--- src/rtl/fetch_router_pkg.sv ---
package fetch_router_pkg;
  localparam int PC_W       = 16;
  localparam int ROM_AW     = 12;
  localparam int NUM_VEC    = 5;
  localparam int VEC_BASE   = 3;
  localparam int VEC_STRIDE = 8;
  localparam int IDX_W      = 3;

  typedef struct packed {
    logic             takeVec;
    logic             takeBranch;
    logic             takeStep;
    logic [IDX_W-1:0] vecSel;
  } fetchStrobe_t;
endpackage

--- src/rtl/fetch_ctrl.sv ---
module fetch_ctrl
  import fetch_router_pkg::*;
#(
  parameter int NumVec = NUM_VEC,
  parameter int IdxW   = IDX_W
) (
  input  logic            irqAck,
  input  logic [IdxW-1:0] irqIndex,
  input  logic            branchValid,
  input  logic            fetchStep,
  output fetchStrobe_t    strobe
);
  localparam logic [IdxW-1:0] IdxLimit = IdxW'(NumVec);

  logic vecOk;

  always_comb begin
    vecOk = irqAck && (irqIndex < IdxLimit);
    strobe = '0;
    strobe.takeVec    = vecOk;
    strobe.takeBranch = !vecOk && branchValid;
    strobe.takeStep   = !vecOk && !branchValid && fetchStep;
    strobe.vecSel     = vecOk ? IDX_W'(irqIndex) : '0;
  end
endmodule

--- src/rtl/fetch_dp.sv ---
module fetch_dp
  import fetch_router_pkg::*;
#(
  parameter int PcW       = PC_W,
  parameter int RomAw     = ROM_AW,
  parameter int NumVec    = NUM_VEC,
  parameter int VecBase   = VEC_BASE,
  parameter int VecStride = VEC_STRIDE
) (
  input  logic             clk,
  input  logic             rstN,
  input  logic             strapInternal,
  input  fetchStrobe_t     strobe,
  input  logic [PcW-1:0]   branchTarget,
  output logic [PcW-1:0]   pcValue,
  output logic             srcExternal,
  output logic [RomAw-1:0] romAddr,
  output logic [PcW-1:0]   extAddr
);
  localparam int HighW = PcW - RomAw;

  logic [PcW-1:0] vecTable [NumVec];
  logic [PcW-1:0] vecPick;
  logic [PcW-1:0] pcQ;
  logic [PcW-1:0] pcNext;
  logic           inLowWindow;

  for (genvar n = 0; n < NumVec; n++) begin : g_vec
    assign vecTable[n] = PcW'(VecBase + VecStride * n);
  end

  always_comb begin
    vecPick = '0;
    for (int n = 0; n < NumVec; n++) begin
      if (int'(strobe.vecSel) == n) vecPick = vecTable[n];
    end
  end

  always_comb begin
    pcNext = pcQ;
    if (strobe.takeVec)         pcNext = vecPick;
    else if (strobe.takeBranch) pcNext = branchTarget;
    else if (strobe.takeStep)   pcNext = pcQ + PcW'(1);
  end

  always_ff @(posedge clk or negedge rstN) begin
    if (!rstN) pcQ <= '0;
    else       pcQ <= pcNext;
  end

  always_comb begin
    inLowWindow = (pcQ[PcW-1:RomAw] == HighW'(0));
    srcExternal = !strapInternal || !inLowWindow;
    romAddr     = srcExternal ? '0 : pcQ[RomAw-1:0];
    extAddr     = srcExternal ? pcQ : '0;
    pcValue     = pcQ;
  end
endmodule

--- src/rtl/fetch_router.sv ---
module fetch_router
  import fetch_router_pkg::*;
(
  input  logic              clk,
  input  logic              rstN,
  input  logic              strapInternal,
  input  logic              fetchStep,
  input  logic              irqAck,
  input  logic [IDX_W-1:0]  irqIndex,
  input  logic              branchValid,
  input  logic [PC_W-1:0]   branchTarget,
  output logic              srcExternal,
  output logic [ROM_AW-1:0] romAddr,
  output logic [PC_W-1:0]   extAddr,
  output logic [PC_W-1:0]   pcValue
);
  fetchStrobe_t strobe;

  fetch_ctrl #(.NumVec(NUM_VEC), .IdxW(IDX_W)) u_ctrl (
    .irqAck(irqAck), .irqIndex(irqIndex), .branchValid(branchValid),
    .fetchStep(fetchStep), .strobe(strobe)
  );

  fetch_dp #(.PcW(PC_W), .RomAw(ROM_AW), .NumVec(NUM_VEC),
             .VecBase(VEC_BASE), .VecStride(VEC_STRIDE)) u_dp (
    .clk(clk), .rstN(rstN), .strapInternal(strapInternal), .strobe(strobe),
    .branchTarget(branchTarget), .pcValue(pcValue), .srcExternal(srcExternal),
    .romAddr(romAddr), .extAddr(extAddr)
  );
endmodule

--- config.mk ---
export PLATFORM = sky130hd
export DESIGN_NAME = fetch_router
export DESIGN_NICKNAME = d
export VERILOG_FILES = /design/src/rtl/fetch_router_pkg.sv /design/src/rtl/fetch_ctrl.sv /design/src/rtl/fetch_dp.sv /design/src/rtl/fetch_router.sv
export SDC_FILE = /design/constraint.sdc
export NUM_CORES = 1
export LEC_CHECK = 0
export ABC_AREA = 1
export BUFFER_PORTS_ARGS = -buffer_cell sky130_fd_sc_hd__buf_2
export CAP_MARGIN = 20
export CORE_MARGIN = 2
export CORE_UTILIZATION = 39
export CTS_CLUSTER_SIZE = 24
export DETAILED_ROUTE_END_ITERATION = 8
export PLACE_DENSITY = 0.73
export SLEW_MARGIN = 20
export SYNTH_ARGS = -nofsm -noshare
export SYNTH_HDL_FRONTEND = slang
export SYNTH_SLANG_ARGS = --single-unit
--- constraint.sdc ---
create_clock -name clk -period 2.1 [get_ports clk]
set_clock_uncertainty 0.05 [all_clocks]
set_input_delay 0.315 -clock clk [delete_from_list [all_inputs] [get_ports clk]]
set_output_delay 0.315 -clock clk [all_outputs]
set_load 0.005 [all_outputs]
==> flow_summary_export.csv, run 1 <==
group,metric,value,unit
clock_tree,cts_setup_buffers,0,
finish,nets,351,
setup_path,crit_arrival,1.50,ns
finish,fill_cells,397,
run,max_cap_viol_count,0,
timing,hold_viol,0,
timing,relSlewSlack,74.6,%
route,wl_per_cell,11.1,um
power_and_ir_drop,power_switching,0.000473,W
timing,setup_viol,0,
route,final_antenna_net_count,0,
clock_tree,clock_latency,0.25,ns
finish,synthToLayoutAreaGrowth,28.7,%
setup_path,required,1.74,ns
clock_tree,cts_sinks,16,
die,ios,70,
setup_path,cp-start-kind,"flop",
route,drtPass1Iterations,4,
clock_tree,cts_tree,"built",
clock_tree,numCtsBuffers,3,
yosys,seq_area_frac_synth,26.9,%
grt,track_usage,19.7,%
power_and_ir_drop,vdd_drop_max,0.279,mV
timing,tightestPinTransition,0.381,ns
timing,hold_slack,0.285,ns
die,dieArea,0.00433,sq mm
finish,drive_gt1_share,30.2,%
die,core_area,0.00366,sq mm
placed_design,hpwl,3100,um
die,dieHeight,65.8,um
finish,ff_latch_area,400,sq um
timing,fin_crit,1.87,ns
yosys,syn-cell-area,0.00149,sq mm
power_and_ir_drop,p_leak,1.16,nW
power_and_ir_drop,combPwrFrac,39.1,%
clock_tree,root_buffer,"clkbuf_8",
die,dieWidth,65.8,um
timing,drv_slew,0,
grt,grt_pass1_wl,6670,um
finish,diodes,0,
die,fp-row-count,22,
setup_path,worst-setup-path-type,"reg2out",
die,initial_core_util,40.7,%
yosys,synth_nets,284,
finish,mostFrequentLayoutCells,"nand2_1, buf_2, nor2_1",
clock_tree,htree_levels,1,
yosys,synth_cell_types,27,
min_path,worstHoldPathType,"in2reg",
timing,fmax,0.536,GHz
timing,finalCritPeriodShare,88.8,%
route,vias,1707,
setup_path,end_kind,"primary output",
yosys,synth-seq-cells,16,
placed_design,io_buffer_count,69,
clock_tree,clk_pin_slew_worst_paths,0.07,ns
finish,multi_input_area,891,sq um
route,drc,0,
power_and_ir_drop,swShare,39.6,%
finish,largest_reg_flops,16,
grt,antenna_found_initial,0,
power_and_ir_drop,powerDensity,624,mW/mm^2
power_and_ir_drop,p_clk_share,23.4,%
status,outcome,"finished, final reports clean",
grt,grt_max_degree,26,
route,wirelength,4120,um
route,via_per_inst,4.59,
setup_path,critPathMaxFanout,25,
timing,rsz0062_at_grt,"no",
power_and_ir_drop,seqPwrFrac,37.4,%
yosys,synthCells,258,
yosys,yosys_warnings,0,
grt,grt.overflow.total,0,
timing,setup_tns,0,ns
clock_tree,clockBufferDepth,2,
route,first_iter_violations,99,
grt,grt_pass1_vias,1478,
yosys,avgSynthCellArea,5.77,sq um
finish,layout_commonest_cell,"nand2_1",
power_and_ir_drop,intPower,0.000723,W
placed_design,gp_congestion,0.803,
worst paths after layout:
path	from	endpoint	slack [ns]	cells past startpoint
setup / recovery	u_dp.pcValue[14]	romAddr[5]	0.23	5
hold / removal	branchTarget[1]	u_dp.pcValue[1]	0.29	3
setup reg to reg	u_dp.pcValue[0]	u_dp.pcValue[14]	0.54	8
hold reg to reg	u_dp.pcValue[15]	u_dp.pcValue[15]	0.52	2
max in group asynchronous	rstN	u_dp.pcValue[15]	1.27	2
min in group asynchronous	rstN	u_dp.pcValue[6]	0.46	2
metrics by stage:
step                      utilization [%]  setup WS, ns  total power [W]  std cells  cell area, sq um
after floorplan                         -         0.633         0.000723        258              1490
after global placement               50.5         0.552         0.000916        367              1850
after detailed placement             50.5         0.528         0.000922        367              1850
after CTS                            52.3         0.241          0.00121        372              1920
after global routing                 52.3         0.137          0.00129        372              1920
final                                52.3         0.235          0.00120        372              1920
cell type report:
class / instances / area share, %
multi-input combinational: 195 / 46.5
tap: 48 / 3.14
inverter: 37 / 7.25
sequential: 16 / 20.9
timing repair buffer: 72 / 19.3
clock buffer: 4 / 2.87
Yosys cell counts, drive strengths merged:
master,number,share of area [%]
a21oi,4,1.6
buf,6,2.9
clkbuf,4,1.0
dfrtp,16,27
ha,1,0.84
inv,37,9.3
nand2,94,25
nand3,26,11
nand4,3,1.3
nor2,56,15
nor3,1,0.34
o21ai,7,3.1
o22ai,1,0.42
xor2,2,1.2
layer usage:
layer	track usage (%)	part of all wire, %
met4	6.51	1.4
met1	25.8	46
met2	33.2	45
met5	0	0
met3	2.90	7.3
critical path, cell delays in order (launching register included):
cell and delay (ns):
dfrtp_1 0.45, nor3_1 0.20, nand3_1 0.08, buf_4 0.23, nor2_1 0.15, buf_2 0.13
power groups by stage:
stage	logic [W]	clock network, W	registers (W)
4_1_cts	0.000474	0.000286	0.000446
3_5_place_dp	0.000470	0	0.000451
5_1_grt	0.000538	0.000298	0.000457
6_report	0.000468	0.000280	0.000447
2_1_floorplan	0.000288	0	0.000435
3_3_place_gp	0.000465	0	0.000451
timing repair:
action                                  CTS  global route
hold endpoints to repair                 16             0
endpoints found under the setup margin    0             0
hold buffers                              1             0
gates resized for setup                   0             0
cells by family (layout without fill, tap and decap cells):
family	after synthesis	count (layout)	synth area share (%)
and+or+nand+nor	180	180	52.7
AOI/OAI and AO/OA	12	12	5.13
buffers and inverters	47	113	13.3
DFF	16	16	26.9
adders and majority gates	1	1	0.840
xor gates and xnor gates	2	2	1.18
No activity file was read; power rests on OpenSTA's default activity.
==> run 2: changes to the inputs <==
Clock period 2.1 ns to 2.4 ns, I/O delays scaled along.
==> run 2 against run 1 <==
- sequential share of layout area unchanged
- core utilization did not move
- combinational power is 12% lower
- largest power group unchanged
- die area is the same
==> flow_summary_export.csv, run 2 (synthesized netlist as in run 1, its figures left out) <==
group,metric,value,unit
clock_tree,clockBufferDepth,2,
power_and_ir_drop,p_leak,1.16,nW
grt,grt_max_degree,26,
clock_tree,cts_resized,0,
clock_tree,htree_levels,1,
setup_path,r2r_end,"u_dp.pcValue[14]",
die,dieHeight,65.8,um
clock_tree,root_buffer,"clkbuf_8",
die,initial_core_util,40.7,%
power_and_ir_drop,powerDensity,547,mW/mm^2
clock_tree,cts_sinks,16,
min_path,worstHoldPathType,"in2reg",
die,dieArea,0.00433,sq mm
placed_design,io_buffer_count,69,
timing,setup_viol,0,
power_and_ir_drop,vdd_drop_max,0.246,mV
status,outcome,"finished, final reports clean",
grt,grt_pass1_wl,6820,um
setup_path,crit_chain,"nor3_1 -> nand3_1 -> buf_4 -> nor2_1 -> buf_2",
finish,layout_commonest_cell,"nand2_1",
clock_tree,numCtsBuffers,3,
timing,rsz0062_at_grt,"no",
min_path,min_path_cells,3,
route,vias,1728,
min_path,hp-start,"branchTarget[1]",
route,via_per_inst,4.65,
setup_path,cp_top_family,"simple AND/OR/NAND/NOR gates",
finish,mostFrequentLayoutCells,"nand2_1, buf_2, nor2_1",
setup_path,r2r_slack,0.88,ns
route,drtPass1Iterations,5,
setup_path,worst_path_max_delay_cell,"dfrtp_1",
timing,fmax,0.524,GHz
setup_path,rr_startpoint,"u_dp.pcValue[1]",
setup_path,cp_slowest_stage_delay,0.44,ns
timing,setup_tns,0,ns
route,wl_per_cell,11.0,um
clock_tree,cts_setup_buffers,0,
placed_design,gp_congestion,0.808,
timing,finalCritPeriodShare,79.5,%
clock_tree,cts_hold_buf,1,
die,core_area,0.00366,sq mm
placed_design,pre_cts_ws,0.780,ns
setup_path,crit_buf_inv,2,
run,max_cap_viol_count,0,
route,first_iter_violations,89,
setup_path,worst-setup-path-type,"reg2out",
die,dieWidth,65.8,um
finish,drive_gt1_share,30.2,%
setup_path,ff2ff_path_depth,8,
route,final_antenna_net_count,0,
setup_path,required,1.99,ns
timing,setup_ws,0.493,ns
timing,hold_viol,0,
route,wirelength,4100,um
timing,relSlewSlack,74.9,%
timing,tightestPinTransition,0.376,ns
finish,nets,351,
grt,grt.overflow.total,0,
setup_path,crit_arrival,1.50,ns
min_path,hold_path_end,"u_dp.pcValue[1]",
finish,largest_reg_flops,16,
die,fp-row-count,22,
setup_path,critPathMaxFanout,25,
clock_tree,cts_tree,"built",
timing,drv_slew,0,
finish,synthToLayoutAreaGrowth,28.7,%
placed_design,hpwl,3110,um
clock_tree,clk_pin_slew_worst_paths,0.07,ns
setup_path,cp-start-kind,"flop",
route,drc,0,
setup_path,end_kind,"primary output",
timing,fin_crit,1.91,ns
grt,grt_pass1_vias,1545,
clock_tree,clock_latency,0.25,ns
grt,antenna_found_initial,0,
finish,diodes,0,
grt,track_usage,20.2,%
die,ios,70,
setup_path,worst-path-stages,5,
[run 2: cell counts in the layout (fill, tap and decap cells not counted)]
Identical to the previous run, type by type.
[run 2: how the worst max path moves through the flow]
stage,endpoint,from,slack (ns)
2_1_floorplan,romAddr[10],u_dp.pcValue[14],0.89
3_3_place_gp,romAddr[5],u_dp.pcValue[14],0.80
3_5_place_dp,romAddr[5],u_dp.pcValue[14],0.78
4_1_cts,romAddr[5],u_dp.pcValue[14],0.49
5_1_grt,romAddr[5],u_dp.pcValue[14],0.41
6_report,romAddr[5],u_dp.pcValue[14],0.49
[run 2: stage by stage]
stage               cell area, sq um  utilization, %  instances  hold slack (ns)  power (W)
floorplan                       1490               -        258           0.0144   0.000633
global placement                1850            50.5        367            0.250   0.000802
detailed placement              1850            50.5        367            0.252   0.000807
CTS                             1920            52.3        372            0.340    0.00105
global route                    1920            52.3        372            0.341    0.00114
finish                          1920            52.3        372            0.335    0.00105
[run 2: metal layers]
metal,vias to the layer above,wire length [um],global-route usage (%)
met5,-,0,0
met4,0,25,6.77
met3,2,271,2.21
met2,58,1930,34.3
met1,755,1870,26.5
li1,913,-,-
[run 2: report_power, final]
part | switching, W | leakage [nW] | internal (W)
clock network | 0.0000999 | 0.0288 | 0.000146
logic | 0.000234 | 0.932 | 0.000177
registers | 0.0000812 | 0.198 | 0.000310
total | 0.000415 | 1.16 | 0.000632
[run 2: tightest hold or removal path: stages]
cell	delay [ns]
buf_2	0.08
nor2_1	0.03
o22ai_1	0.11
[run 2: layout make-up]
cell class	count	area, sq um
clock buffer	4	55.1
sequential	16	400
inverter	37	139
timing repair buffer	72	370
fill	403	1750
multi-input combinational	195	891
tap	48	60.1
==> run 3: changes to the inputs <==
Settings changed: PLACE_DENSITY 0.73 to 0.76.
Clock period 2.4 ns to 1.58 ns, I/O delays scaled along.
==> run 3 against run 2 <==
- the flow now finishes with violations (negative setup slack)
- register-to-register slack worse by 0.71 ns
- global-route usage up 0.68 points
- worst setup slack worse by 0.61 ns
- non-clock buffer count up 10
- die area unchanged
- first-iteration DRC count up 19%
- sequential share of layout area down 0.95 points
- cell count up 2.4%
- sequential power up 47%
- design area up 4.8%
- count of clock-buffer cells in the layout down 1
==> flow_summary_export.csv, run 3 (synthesized netlist as in run 1, its figures left out) <==
group,metric,value,unit
die,ios,70,
route,drc,0,
finish,layout_commonest_cell,"nand2_1",
timing,finalCritPeriodShare,107,%
die,dieWidth,65.8,um
run,max_cap_viol_count,0,
setup_path,end_kind,"primary output",
route,vias,1799,
grt,grt_max_degree,17,
finish,drive_gt1_share,34.2,%
setup_path,worst-setup-path-type,"reg2out",
setup_path,crit_arrival,1.41,ns
route,wirelength,4270,um
route,final_antenna_net_count,0,
die,initial_core_util,40.7,%
clock_tree,clock_latency,0.25,ns
power_and_ir_drop,vdd_drop_max,0.305,mV
grt,grt.overflow.total,0,
die,dieArea,0.00433,sq mm
finish,synthToLayoutAreaGrowth,34.8,%
die,fp-row-count,22,
timing,relSlewSlack,74.1,%
timing,setup_tns,-2.28,ns
placed_design,gp_congestion,0.864,
setup_path,cp-start-kind,"flop",
finish,final_area,0.00201,sq mm
power_and_ir_drop,p_total,0.00160,W
clock_tree,root_buffer,"clkbuf_8",
grt,antenna_found_initial,0,
status,violations,"negative setup slack",
min_path,worstHoldPathType,"in2reg",
timing,drv_slew,0,
clock_tree,clockBufferDepth,2,
finish,fill_cells,374,
clock_tree,cts_tree,"built",
timing,fmax,0.589,GHz
clock_tree,htree_levels,1,
status,outcome,"finished, violations left",
finish,fin_util,54.8,%
placed_design,hpwl,3270,um
route,wl_met3,364,um
timing,tightestPinTransition,0.388,ns
placed_design,io_buffer_count,69,
route,wl_per_cell,11.2,um
finish,mostFrequentLayoutCells,"nand2_1, buf_2, nor2_1",
route,via_per_inst,4.72,
power_and_ir_drop,swShare,40.6,%
power_and_ir_drop,power_switching,0.000652,W
clock_tree,clk_pin_slew_worst_paths,0.07,ns
die,dieHeight,65.8,um
timing,fin_crit,1.70,ns
power_and_ir_drop,intPower,0.000952,W
timing,hold_viol,0,
grt,grt_pass1_wl,6970,um
power_and_ir_drop,seqPwrFrac,35.8,%
finish,largest_reg_flops,16,
route,wl_met1,1910,um
grt,track_usage,20.9,%
die,core_area,0.00366,sq mm
timing,setup_ws,-0.118,ns
setup_path,critPathMaxFanout,6,
timing,setup_viol,25,
timing,rsz0062_at_grt,"yes",
route,met2_length,1930,um
route,first_iter_violations,106,
route,drtPass1Iterations,4,
power_and_ir_drop,p_clk_share,19.9,%
power_and_ir_drop,powerDensity,799,mW/mm^2
clock_tree,numCtsBuffers,3,
clock_tree,cts_sinks,16,
clock_tree,cts_setup_buffers,0,
route,routed.top_layer,"met4",
grt,grt_pass1_vias,1571,
power_and_ir_drop,combPwrFrac,44.3,%
setup_path,required,1.29,ns
finish,diodes,0,
placed_design,dpl_cell_area,0.00192,sq mm
finish,nets,361,
power_and_ir_drop,p_leak,1.20,nW
[run 3: per-layer routing]
metal	up-vias	GRT usage [%]
li1	931	-
met2	78	34.6
met4	0	7.81
met1	782	27.3
met3	8	3.24
met5	-	0
[run 3: path summary, 6_finish.rpt]
check / startpoint / end / slack (ns) / cells after the start
setup / recovery: u_dp.pcValue[14] / extAddr[8] / -0.12 / 6
hold / removal: branchTarget[1] / u_dp.pcValue[1] / 0.21 / 3
setup reg to reg: u_dp.pcValue[0] / u_dp.pcValue[14] / 0.17 / 8
hold reg to reg: u_dp.pcValue[15] / u_dp.pcValue[15] / 0.51 / 2
max in group asynchronous: rstN / u_dp.pcValue[10] / 0.79 / 2
min in group asynchronous: rstN / u_dp.pcValue[1] / 0.40 / 2
[run 3: power groups by stage]
stage | combinational (W) | clock (W) | sequential (W)
finish | 0.000710 | 0.000320 | 0.000574
global route | 0.000809 | 0.000341 | 0.000584
CTS | 0.000709 | 0.000320 | 0.000572
detailed placement | 0.000687 | 0 | 0.000577
global placement | 0.000675 | 0 | 0.000574
floorplan | 0.000383 | 0 | 0.000578
[run 3: worst max-delay path, cell delays in order, from the launching register on]
cell,delay (ns)
dfrtp_1,0.39
nor3_2,0.22
nand3_2,0.15
buf_4,0.19
nand2_1,0.06
inv_1,0.04
buf_2,0.11
[run 3: cell type report]
type / count / area, sq um / area share [%]
clock buffer: 3 / 41.3 / 2.06
inverter: 37 / 139 / 6.92
multi-input combinational: 195 / 913 / 45.5
sequential: 16 / 400 / 20.0
tap: 48 / 60.1 / 2.99
timing repair buffer: 82 / 453 / 22.6
[run 3: repair_timing]
action | CTS | global route
endpoints found under the hold margin | 16 | 0
pin swaps | 2 | 2
hold buffers | 1 | 0
endpoints found under the setup margin | 24 | 25
cloned | 1 | 0
gates resized for setup | 6 | 4
[run 3: through the flow]
stage / setup slack, ns / hold slack, ns / cells
floorplan: 0.191 / -0.109 / 258
global placement: 0.168 / 0.125 / 376
detailed placement: 0.117 / 0.130 / 376
CTS: -0.0987 / 0.213 / 381
global route: -0.181 / 0.237 / 381
finish: -0.118 / 0.214 / 381
